## src/rtl/phase_ctrl_pkg.sv

```systemverilog
package phase_ctrl_pkg;

  typedef enum logic [2:0] {
    PH_IDLE   = 3'd0,
    PH_NORMAL = 3'd1,
    PH_JAM    = 3'd2,
    PH_DRAIN  = 3'd3,
    PH_END    = 3'd4
  } phase_e;

  // strobes from the sequencer to the datapath
  typedef struct packed {
    logic loadRun;
    logic loadDwell;
    logic dwellRun;
    logic decRound;
    logic wdogEnable;
    logic enterEnd;
  } ctrl_strobe_t;

  // conditions from the datapath to the sequencer
  typedef struct packed {
    logic dwellDone;
    logic lastRound;
    logic noneCanInj;
    logic allEmpty;
    logic wdExpired;
  } dp_status_t;

endpackage

```

## src/rtl/phase_datapath.sv

```systemverilog
module phase_datapath
  import phase_ctrl_pkg::*;
#(
  parameter int NODES = 4,
  parameter int OUT_W = 8,
  parameter int RND_W = 4,
  parameter int DW_W  = 8,
  parameter int TO_W  = 10
) (
  input  logic                   clk,
  input  logic                   rstN,
  input  ctrl_strobe_t           strobe,
  input  logic [NODES-1:0]       nodeCanInject,
  input  logic [NODES*OUT_W-1:0] nodeOutstanding,
  input  logic [NODES-1:0]       nodeProgress,
  input  logic [NODES-1:0]       nodeChecksOk,
  input  logic [RND_W-1:0]       roundCount,
  input  logic [DW_W-1:0]        normalLen,
  input  logic [TO_W-1:0]        timeoutLimit,
  output dp_status_t             status,
  output logic                   runHung,
  output logic                   runPass
);

  localparam logic [RND_W-1:0] ONE_ROUND = RND_W'(1);
  localparam logic [TO_W-1:0]  WD_MAX    = {TO_W{1'b1}};

  logic [NODES-1:0] nodeEmpty;

  generate
    for (genvar i = 0; i < NODES; i++) begin : g_empty
      assign nodeEmpty[i] = (nodeOutstanding[i*OUT_W +: OUT_W] == '0);
    end
  endgenerate

  // one-cycle registered aggregates
  logic aggNoneCanInj, aggAllEmpty, aggProgress, aggChecksOk;

  always_ff @(posedge clk) begin
    if (!rstN) begin
      aggNoneCanInj <= 1'b0;
      aggAllEmpty   <= 1'b0;
      aggProgress   <= 1'b0;
      aggChecksOk   <= 1'b0;
    end else begin
      aggNoneCanInj <= ~|nodeCanInject;
      aggAllEmpty   <= &nodeEmpty;
      aggProgress   <= |nodeProgress;
      aggChecksOk   <= &nodeChecksOk;
    end
  end

  // normal-phase dwell counter
  logic [DW_W-1:0] dwellCnt;

  always_ff @(posedge clk) begin
    if (!rstN) begin
      dwellCnt <= '0;
    end else if (strobe.loadDwell) begin
      dwellCnt <= normalLen;
    end else if (strobe.dwellRun && dwellCnt != '0) begin
      dwellCnt <= dwellCnt - 1'b1;
    end
  end

  // rounds remaining
  logic [RND_W-1:0] roundsLeft;

  always_ff @(posedge clk) begin
    if (!rstN) begin
      roundsLeft <= '0;
    end else if (strobe.loadRun) begin
      roundsLeft <= (roundCount == '0) ? ONE_ROUND : roundCount;
    end else if (strobe.decRound && roundsLeft != '0) begin
      roundsLeft <= roundsLeft - 1'b1;
    end
  end

  // no-progress watchdog
  logic [TO_W-1:0] wdCnt;

  always_ff @(posedge clk) begin
    if (!rstN) begin
      wdCnt <= '0;
    end else if (!strobe.wdogEnable || aggProgress) begin
      wdCnt <= '0;
    end else if (wdCnt != WD_MAX) begin
      wdCnt <= wdCnt + 1'b1;
    end
  end

  // verdict
  logic hungQ, passQ;

  always_ff @(posedge clk) begin
    if (!rstN) begin
      hungQ <= 1'b0;
      passQ <= 1'b0;
    end else if (strobe.loadRun) begin
      hungQ <= 1'b0;
      passQ <= 1'b0;
    end else if (strobe.enterEnd) begin
      hungQ <= status.wdExpired;
      passQ <= !status.wdExpired && aggChecksOk;
    end
  end

  always_comb begin
    status.dwellDone  = (dwellCnt == '0);
    status.lastRound  = (roundsLeft <= ONE_ROUND);
    status.noneCanInj = aggNoneCanInj;
    status.allEmpty   = aggAllEmpty;
    status.wdExpired  = strobe.wdogEnable && (wdCnt >= timeoutLimit);
  end

  assign runHung = hungQ;
  assign runPass = passQ;

  AST_WD_RELOAD: assert property (@(posedge clk) disable iff (!rstN)
    aggProgress |=> (wdCnt == '0));

  AST_ROUNDS_NONZERO: assert property (@(posedge clk) disable iff (!rstN)
    (strobe.wdogEnable && !strobe.loadRun) |-> (roundsLeft != '0));

  AST_PASS_EXCLUDES_HANG: assert property (@(posedge clk) disable iff (!rstN)
    !(hungQ && passQ));

endmodule

```

## src/rtl/phase_control.sv

```systemverilog
module phase_control
  import phase_ctrl_pkg::*;
(
  input  logic         clk,
  input  logic         rstN,
  input  logic         startRun,
  input  dp_status_t   status,
  output phase_e       phaseQ,
  output ctrl_strobe_t strobe
);

  phase_e phaseD;
  logic   running;

  assign running = (phaseQ == PH_NORMAL) || (phaseQ == PH_JAM) || (phaseQ == PH_DRAIN);

  always_comb begin
    phaseD            = phaseQ;
    strobe            = '0;
    strobe.wdogEnable = running;
    unique case (phaseQ)
      PH_IDLE, PH_END: begin
        if (startRun) begin
          phaseD           = PH_NORMAL;
          strobe.loadRun   = 1'b1;
          strobe.loadDwell = 1'b1;
        end
      end
      PH_NORMAL: begin
        strobe.dwellRun = 1'b1;
        if (status.wdExpired) begin
          phaseD          = PH_END;
          strobe.enterEnd = 1'b1;
        end else if (status.dwellDone) begin
          phaseD = PH_JAM;
        end
      end
      PH_JAM: begin
        if (status.wdExpired) begin
          phaseD          = PH_END;
          strobe.enterEnd = 1'b1;
        end else if (status.noneCanInj) begin
          phaseD = PH_DRAIN;
        end
      end
      PH_DRAIN: begin
        if (status.wdExpired) begin
          phaseD          = PH_END;
          strobe.enterEnd = 1'b1;
        end else if (status.allEmpty) begin
          if (status.lastRound) begin
            phaseD          = PH_END;
            strobe.enterEnd = 1'b1;
          end else begin
            phaseD           = PH_NORMAL;
            strobe.decRound  = 1'b1;
            strobe.loadDwell = 1'b1;
          end
        end
      end
      default: phaseD = PH_IDLE;
    endcase
  end

  always_ff @(posedge clk) begin
    if (!rstN) phaseQ <= PH_IDLE;
    else       phaseQ <= phaseD;
  end

  AST_JAM_HOLD: assert property (@(posedge clk) disable iff (!rstN)
    (phaseQ == PH_JAM && !status.noneCanInj && !status.wdExpired) |=> (phaseQ == PH_JAM));

  AST_DRAIN_HOLD: assert property (@(posedge clk) disable iff (!rstN)
    (phaseQ == PH_DRAIN && !status.allEmpty && !status.wdExpired) |=> (phaseQ == PH_DRAIN));

  AST_DRAIN_EXIT: assert property (@(posedge clk) disable iff (!rstN)
    (phaseQ == PH_DRAIN && status.allEmpty && !status.wdExpired)
      |=> (phaseQ == PH_NORMAL || phaseQ == PH_END));

  AST_END_STICKY: assert property (@(posedge clk) disable iff (!rstN)
    (phaseQ == PH_END && !startRun) |=> (phaseQ == PH_END));

  AST_START_IGNORED: assert property (@(posedge clk) disable iff (!rstN)
    (running && startRun) |=> (phaseQ != PH_IDLE));

endmodule

```

## src/rtl/traffic_phase_ctrl.sv

```systemverilog
module traffic_phase_ctrl
  import phase_ctrl_pkg::*;
#(
  parameter int NODES = 4,
  parameter int OUT_W = 8,
  parameter int RND_W = 4,
  parameter int DW_W  = 8,
  parameter int TO_W  = 10
) (
  input  logic                   clk,
  input  logic                   rstN,
  input  logic                   startRun,
  input  logic [RND_W-1:0]       roundCount,
  input  logic [DW_W-1:0]        normalLen,
  input  logic [TO_W-1:0]        timeoutLimit,
  input  logic [NODES-1:0]       nodeCanInject,
  input  logic [NODES*OUT_W-1:0] nodeOutstanding,
  input  logic [NODES-1:0]       nodeProgress,
  input  logic [NODES-1:0]       nodeChecksOk,
  output logic [2:0]             phaseCode,
  output logic [NODES-1:0]       injectEn,
  output logic [NODES-1:0]       receiveEn,
  output logic                   runDone,
  output logic                   runPass,
  output logic                   runHung
);

  phase_e       phaseQ;
  ctrl_strobe_t strobe;
  dp_status_t   status;

  phase_control u_control (
    .clk      (clk),
    .rstN     (rstN),
    .startRun (startRun),
    .status   (status),
    .phaseQ   (phaseQ),
    .strobe   (strobe)
  );

  phase_datapath #(
    .NODES (NODES),
    .OUT_W (OUT_W),
    .RND_W (RND_W),
    .DW_W  (DW_W),
    .TO_W  (TO_W)
  ) u_datapath (
    .clk             (clk),
    .rstN            (rstN),
    .strobe          (strobe),
    .nodeCanInject   (nodeCanInject),
    .nodeOutstanding (nodeOutstanding),
    .nodeProgress    (nodeProgress),
    .nodeChecksOk    (nodeChecksOk),
    .roundCount      (roundCount),
    .normalLen       (normalLen),
    .timeoutLimit    (timeoutLimit),
    .status          (status),
    .runHung         (runHung),
    .runPass         (runPass)
  );

  logic injAll, rcvAll;
  assign injAll = (phaseQ == PH_NORMAL) || (phaseQ == PH_JAM);
  assign rcvAll = (phaseQ == PH_NORMAL) || (phaseQ == PH_DRAIN);

  generate
    for (genvar i = 0; i < NODES; i++) begin : g_enable
      assign injectEn[i]  = injAll;
      assign receiveEn[i] = rcvAll;
    end
  endgenerate

  assign phaseCode = phaseQ;
  assign runDone   = (phaseQ == PH_END);

  AST_HANG_FORCES_END: assert property (@(posedge clk) disable iff (!rstN)
    (strobe.wdogEnable && status.wdExpired) |=> (phaseQ == PH_END && runHung && !runPass));

  AST_NO_INJECT_WHILE_DONE: assert property (@(posedge clk) disable iff (!rstN)
    runDone |-> (injectEn == '0));

endmodule

```

## config.mk

```make
export PLATFORM = sky130hd
export DESIGN_NAME = traffic_phase_ctrl
export DESIGN_NICKNAME = d
export VERILOG_FILES = /design/src/rtl/phase_ctrl_pkg.sv /design/src/rtl/phase_datapath.sv /design/src/rtl/phase_control.sv /design/src/rtl/traffic_phase_ctrl.sv
export SDC_FILE = /design/constraint.sdc
export NUM_CORES = 1
export LEC_CHECK = 0
export ABC_AREA = 1
export BUFFER_PORTS_ARGS = -buffer_cell sky130_fd_sc_hd__buf_2
export CORE_MARGIN = 2
export CORE_UTILIZATION = 50
export CTS_CLUSTER_DIAMETER = 80
export DETAILED_ROUTE_END_ITERATION = 8
export PLACE_DENSITY_LB_ADDON = 0.1
export SYNTH_ARGS = -nofsm -noshare
export SYNTH_HDL_FRONTEND = slang
export SYNTH_SLANG_ARGS = --single-unit
```

## constraint.sdc

```tcl
create_clock -name clk -period 1.8 [get_ports clk]
set_input_delay 0.36 -clock clk [delete_from_list [all_inputs] [get_ports clk]]
set_output_delay 0.36 -clock clk [all_outputs]
set_load 0.02 [all_outputs]
```

== After elaboration in Yosys (flattened, before gate mapping) ==
Cells that the tools add are included.

* Equal/unequal tests: 9
* Multipliers: 0
* Reductions and logical operators: 31
* Shift operators: 0
* Mux-type cells: 27
* Bitwise logic cells: 1
* Divide/modulo/power cells: 0
* $add $sub $neg: 3
* Order comparisons: 2

{| class="wikitable"
|+ Operators by type and width
! kind !! count
|-
| logical NOT 8 bit || 5
|-
| 2-to-1 mux 3 bit || 8
|-
| 2-to-1 mux 8 bit || 2
|-
| 2-to-1 mux 4 bit || 3
|-
| case mux 3 bit (4 select lines) || 1
|-
| AND reduction 4 bit || 3
|-
| adder 10 x 1 -> 10 bit, second input constant || 1
|-
| >= comparator 10 bit || 1
|-
| 2-to-1 mux 1 bit || 10
|-
| inequality test 10 bit, second input constant || 1
|-
| nonzero test 8 bit || 1
|-
| OR reduction 2 bit || 4
|-
| OR reduction 4 bit || 2
|-
| subtractor 8 x 1 -> 8 bit, second input constant || 1
|-
| equality test 3 x 2 -> 1 bit, second input constant || 2
|-
| inequality test 3 x 1 -> 1 bit, second input constant || 2
|-
| less-or-equal comparator 4 x 1 -> 1 bit, second input constant || 1
|-
| logical AND 1 bit || 4
|-
| logical NOT 4 bit || 1
|-
| logical OR 1 bit || 4
|-
| case mux 1 bit (2 select lines) || 2
|-
| nonzero test 2 bit || 2
|-
| nonzero test 4 bit || 1
|-
| subtractor 4 x 1 -> 4 bit, second input constant || 1
|-
| 8 further kinds || 10
|}

* Output and inout bits: 14
* Memory bits (read-only): 0
* Bits of input ports: 69
* Bits in writable memories: 0
* Latch bits: 0
* Bits in registers: 31
* Memories: 0
* Word-level logic and storage cells: 83

== Logic depth before layout (Yosys ltp) ==
* Depth after elaboration: 9
* Gate-level depth with buffers: 14
* Depth with buffers taken out: 14

== Modules after synthesis ==
A second synthesis with hierarchy kept.

* Cells, all modules: 332
* Area total of the unflattened synthesis: 2265.9 um^2

{| class="wikitable"
|+ Modules (own cells, without submodules)
! module !! cells an instance !! sequential area each (um^2) !! area each (um^2) !! times used
|-
| phase_datapath || 260 || 560.5 || 1875.5 || 1
|-
| phase_control || 56 || 60.1 || 296.5 || 1
|-
| traffic_phase_ctrl || 16 || 0.0 || 93.8 || 1
|}

== Worst setup path after synthesis ==
Ideal clock, no wire load.

* Path kind: input -> register
* Start: in timeoutLimit[9]
* End: reg u_datapath.roundsLeft[1]
* Arrival time: 1.587 ns
* Library setup time: 0.073 ns
* Buffers on the path: 0
* Setup slack: 0.140 ns
* Required time: 1.727 ns
* Stages: 11
* Cells stage by stage: inv_1 > ha_1 > nand2_1 > inv_1 > a21oi_2 > nand3_1 > inv_2 > nand3_2 > nand2_2 > nand2_1 > a21oi_1

* Longest elaborated chain between the ends: 6

{| class="wikitable"
|+ Ends and longest elaborated chain
! item !! RTL line !! text
|-
| from (decl) || traffic_phase_ctrl.sv:15 || <nowiki>input logic [TO_W-1:0] timeoutLimit,</nowiki>
|-
| >= comparator 10 bit || phase_datapath.sv:113 || <nowiki>status.wdExpired = strobe.wdogEnable && (wdCnt >= timeoutLimit);</nowiki>
|-
| logical AND 1 bit || phase_datapath.sv:113 ||
|-
| 2-to-1 mux 1 bit || phase_control.sv:47 || <nowiki>if (status.wdExpired) begin</nowiki>
|-
| 2-to-1 mux 1 bit || phase_control.sv:21 || <nowiki>unique case (phaseQ)</nowiki>
|-
| logical AND 1 bit || phase_datapath.sv:74 || <nowiki>end else if (strobe.decRound && roundsLeft != '0) begin</nowiki>
|-
| nonzero test 2 bit (no line) || n/a ||
|-
| to (signal assigned) || phase_datapath.sv:73 || <nowiki>roundsLeft <= (roundCount == '0) ? ONE_ROUND : roundCount;</nowiki>
|-
| to (signal assigned) || phase_datapath.sv:75 || <nowiki>roundsLeft <= roundsLeft - 1'b1;</nowiki>
|-
| to (decl) || phase_datapath.sv:67 || <nowiki>logic [RND_W-1:0] roundsLeft;</nowiki>
|}

Every way passes these cells.
A chain may end at the register's enable or synchronous reset.

== Final worst setup path ==
* Start: reg u_datapath.wdCnt[7]
* End: reg u_datapath.dwellCnt[7]

* Longest elaborated chain between the ends: 5
* Elaborated cells between the ends (all ways): 6
* Classes of those cells: order compare: 1; mux: 3; reduce/logical: 2

{| class="wikitable"
|+ Ends and longest elaborated chain
! item !! RTL line !! text
|-
| from (decl) || phase_datapath.sv:80 || <nowiki>logic [TO_W-1:0] wdCnt;</nowiki>
|-
| from (signal assigned) || phase_datapath.sv:88 || <nowiki>wdCnt <= wdCnt + 1'b1;</nowiki>
|-
| >= comparator 10 bit * || phase_datapath.sv:113 ||
|-
| logical AND 1 bit * || phase_datapath.sv:113 ||
|-
| 2-to-1 mux 1 bit * || phase_control.sv:47 ||
|-
| case mux 1 bit (2 select lines) * || phase_control.sv:21 ||
|-
| 2-to-1 mux 8 bit or nonzero test 2 bit (tied branches) || n/a ||
|-
| to (signal assigned) || phase_datapath.sv:60 || <nowiki>dwellCnt <= normalLen;</nowiki>
|-
| to (signal assigned) || phase_datapath.sv:62 || <nowiki>dwellCnt <= dwellCnt - 1'b1;</nowiki>
|-
| to (decl) || phase_datapath.sv:54 || <nowiki>logic [DW_W-1:0] dwellCnt;</nowiki>
|}

Every way passes the cells marked *; elsewhere a longest branch is shown, timed or not.

==> summary.txt <==
Synth
  – Async SR Flop Fraction: 0%
  – Yosys warns: 0
  – Number of synthesized flops with an enable pin: 0
  – Largest family of logic cells by synthesized area: simple AND/OR/NAND/NOR gates
  – Synth cell types: 37
  – Sequential-to-total area share from yosys stat: 28.0%
  – Syn_area_per_cell: 6.72 um2
  – Multiplexer share of the synthesized area: 0%
  – Synth Area in Adders: 9.02%
  – Synth Area in XOR/XNOR: 5.13%
  – Post-Syn Nets: 415
  – Synth Cell Area: 2220 um2
  – Simple-gate area share of the yosys netlist: 36.9%
  – Post-Synthesis Cells: 330
  – Ys flop type: dfxtp_1
  – Compound-Gate Fraction of Synth Area: 8.69%
  – Seq cells post-synth: 31

Timing
  – Final setup violation count: 0
  – Setup repair after global routing missed its margin: yes
  – Slew HR: 66.4%
  – Final min period: 1.77 ns
  – Max Clk Rate: 564 MHz
  – Final hold violations: 0
  – Max Slew Vio Count: 0
  – Fin Setup TNS: 0 ns
  – Worst Tran Pin Value: 0.504 ns
  – Final Skew: 0.0153 ns
  – Period Utilization, post-route: 98.5%

Clock network
  – CTS tree: built
  – CTS root buf: clkbuf_8
  – Bufs on Longest Clock Path: 2
  – Num CTS Buffers: 5
  – Clock latency on the worst-skew pair: 0.29 ns
  – Hold_buf cts: 0
  – Clock Sink Count: 31
  – CTS clock-pin slew for the worst setup and hold paths: 0.08 ns
  – H-tree Lvls: 2

Floorplan
  – Cell Rows: 24
  – Die height: 70.6 um
  – Die area: 4990 um2
  – I/O pin count: 83
  – Width of the die: 70.6 um
  – Starting density of the core: 51.3%
  – Total core area: 4320 um2

Setup path
  – Crit path launch type: register
  – Crit path required time: 1.98 ns
  – Critical path arrival: 1.95 ns
  – CP Max Fanout: 5
  – Crit. End Element: register
  – CP Class: register to register

Final layout
  – Share of layout cells above drive strength 1: 38.9%
  – Area Overhead vs Synth: 37.7%
  – Final Net Count: 512
  – Antenna diodes: 0
  – Post-Layout Inst Area: 3050 um2

Route
  – Final ANT Viol Nets: 0
  – Drt first pass iters: 5
  – Post-Route WL: 5580 um
  – # DRC: 0
  – Vias post-DR: 2367
  – DR vias/cell: 4.94
  – Iter 0 DRT Violations: 149
  – Avg WL per Cell: 11.7 um

Job
  – # Max-Cap Violations: 0

Pwr
  – Power Density: 1160 nW/um2
  – P_leak: 1.54 nW
  – Largest vdd supply drop: 0.936 mV

Global route
  – Total GRT Usage: 22.8%
  – First-pass GRT wire length: 9310 um
  – Pin count of the biggest net entering global routing: 13
  – Vias in the first global route: 2203
  – Initial antenna violation count: 0
  – Remaining global-route overflow: 0

Hold path
  – Worst hold path type: input port to register

Run status
  – Outcome: completed

Placed design
  – # port buffers: 82
  – DP Area: 2720 um2
  – GPL Wtd Cong: 0.833
  – Placed wire-length estimate: 4230 um
==> layout make-up <==
| type | instances | area, um2 |
|---|---|---|
| fill | 384 | 1270 |
| inverter | 54 | 205 |
| timing repair buffer | 99 | 546 |
| clock inverter | 1 | 30.0 |
| clock buffer | 6 | 72.6 |
| multi-input combinational | 236 | 1500 |
| sequential | 31 | 633 |
| tap | 52 | 65.1 |
==> worst paths after layout <==
kind,end,slack (ns),start,cells after the start
setup / recovery,u_datapath.dwellCnt[7],0.03,u_datapath.wdCnt[7],11
hold / removal,u_datapath.aggNoneCanInj,0.22,nodeCanInject[1],2
setup reg to reg,u_datapath.dwellCnt[7],0.03,u_datapath.wdCnt[7],11
hold reg to reg,u_datapath.wdCnt[0],0.46,u_datapath.wdCnt[0],1
==> critical path, stage by stage (launching register included) <==
cell and delay [ns]:
dfxtp_1 0.34, ha_4 0.27, nand2_1 0.06, nor2_2 0.18, nand3_2 0.12, buf_6 0.14, nand4_4 0.15, nand2_4 0.10
nand2_2 0.10, nand2_1 0.05, nor2_1 0.10, nor2_1 0.05
==> timing repair <==
action                                  in CTS  in global routing
resized for setup                            2                 47
pin swaps                                    0                 23
gates cloned                                 0                  1
hold endpoints to repair                     0                  0
endpoints found under the setup margin       6                 23
setup buffers                                0                  4
==> through the flow <==
step	hold WS, ns	instances	worst slack, ns	power [mW]	utilization [%]
final	0.225	479	0.0266	3.56	70.6
after global placement	0.462	467	-0.0511	2.70	63.0
after detailed placement	0.467	467	-0.102	2.72	63.0
after CTS	0.226	474	0.00814	3.40	65.5
after global routing	0.228	479	-0.109	3.86	70.6
after floorplan	0.436	330	0.140	2.41	-
==> synthesized netlist by cell type, types with 2 or more instances <==
library cell / instances / area [um2]
o21ai_1: 2 / 10.0
or2_2: 2 / 12.5
and2_0: 2 / 12.5
nor2_4: 2 / 22.5
nand2_1: 73 / 274
ha_1: 16 / 200
nand3_1: 20 / 100
xnor2_1: 3 / 26.3
a21oi_1: 17 / 85.1
xor2_1: 10 / 87.6
nor4_1: 7 / 43.8
dfxtp_1: 31 / 621
nor3_1: 8 / 40.0
inv_2: 2 / 7.51
nand4_1: 7 / 43.8
nor2_1: 36 / 135
nor3_2: 3 / 30.0
o21ai_0: 10 / 50.1
inv_1: 51 / 191
nand2_2: 3 / 18.8
nor2_2: 2 / 12.5
buf_4: 8 / 60.1
==> metal layers <==
layer	up-vias	part of all wire [%]	global-route usage [%]
met1	1069	42	27.1
met4	0	1.6	7.76
met5	-	0	0
li1	1243	-	-
met3	12	3.6	4.56
met2	43	52	41.0
==> report_power, final <==
part           internal, mW  total [mW]  switching [mW]
combinational         0.730        1.92            1.19
sequential            0.830       0.962           0.132
clock                 0.406       0.675           0.270
==> cell usage in the layout, fill, tap and decap left out, types with 3 or more instances in the layout <==
cell,count
buf_2,82
nand2_1,63
inv_1,49
nor2_1,33
dfxtp_1,21
a21oi_1,16
nand3_1,15
buf_4,15
nand2_2,13
xor2_1,10
o21ai_0,10
ha_1,10
dfxtp_2,10
nand4_1,7
nor4_1,7
nor3_1,6
nor2_2,5
nand3_2,5
clkbuf_8,5
nor3_4,4
ha_4,4
inv_2,3
xnor2_1,3
==> cells by family after synthesis <==
family	Yosys count
and+or+nand+nor	171
buffers and inverters	64
AOI/OAI and AO/OA	35
DFF	31
adders and majority gates	16
xor gates and xnor gates	13
==> flip-flops by register name (all words and copies together) (netlist names) <==
| signal | flops |
|---|---|
| u_datapath.wdCnt | 10 |
| u_datapath.dwellCnt | 8 |
| u_datapath.roundsLeft | 4 |
| u_control.phaseQ | 3 |
| u_datapath.aggAllEmpty | 1 |
| u_datapath.aggChecksOk | 1 |
| u_datapath.aggNoneCanInj | 1 |
| u_datapath.aggProgress | 1 |
| u_datapath.runHung | 1 |
| u_datapath.runPass | 1 |
(Power assumes the default switching activity.)
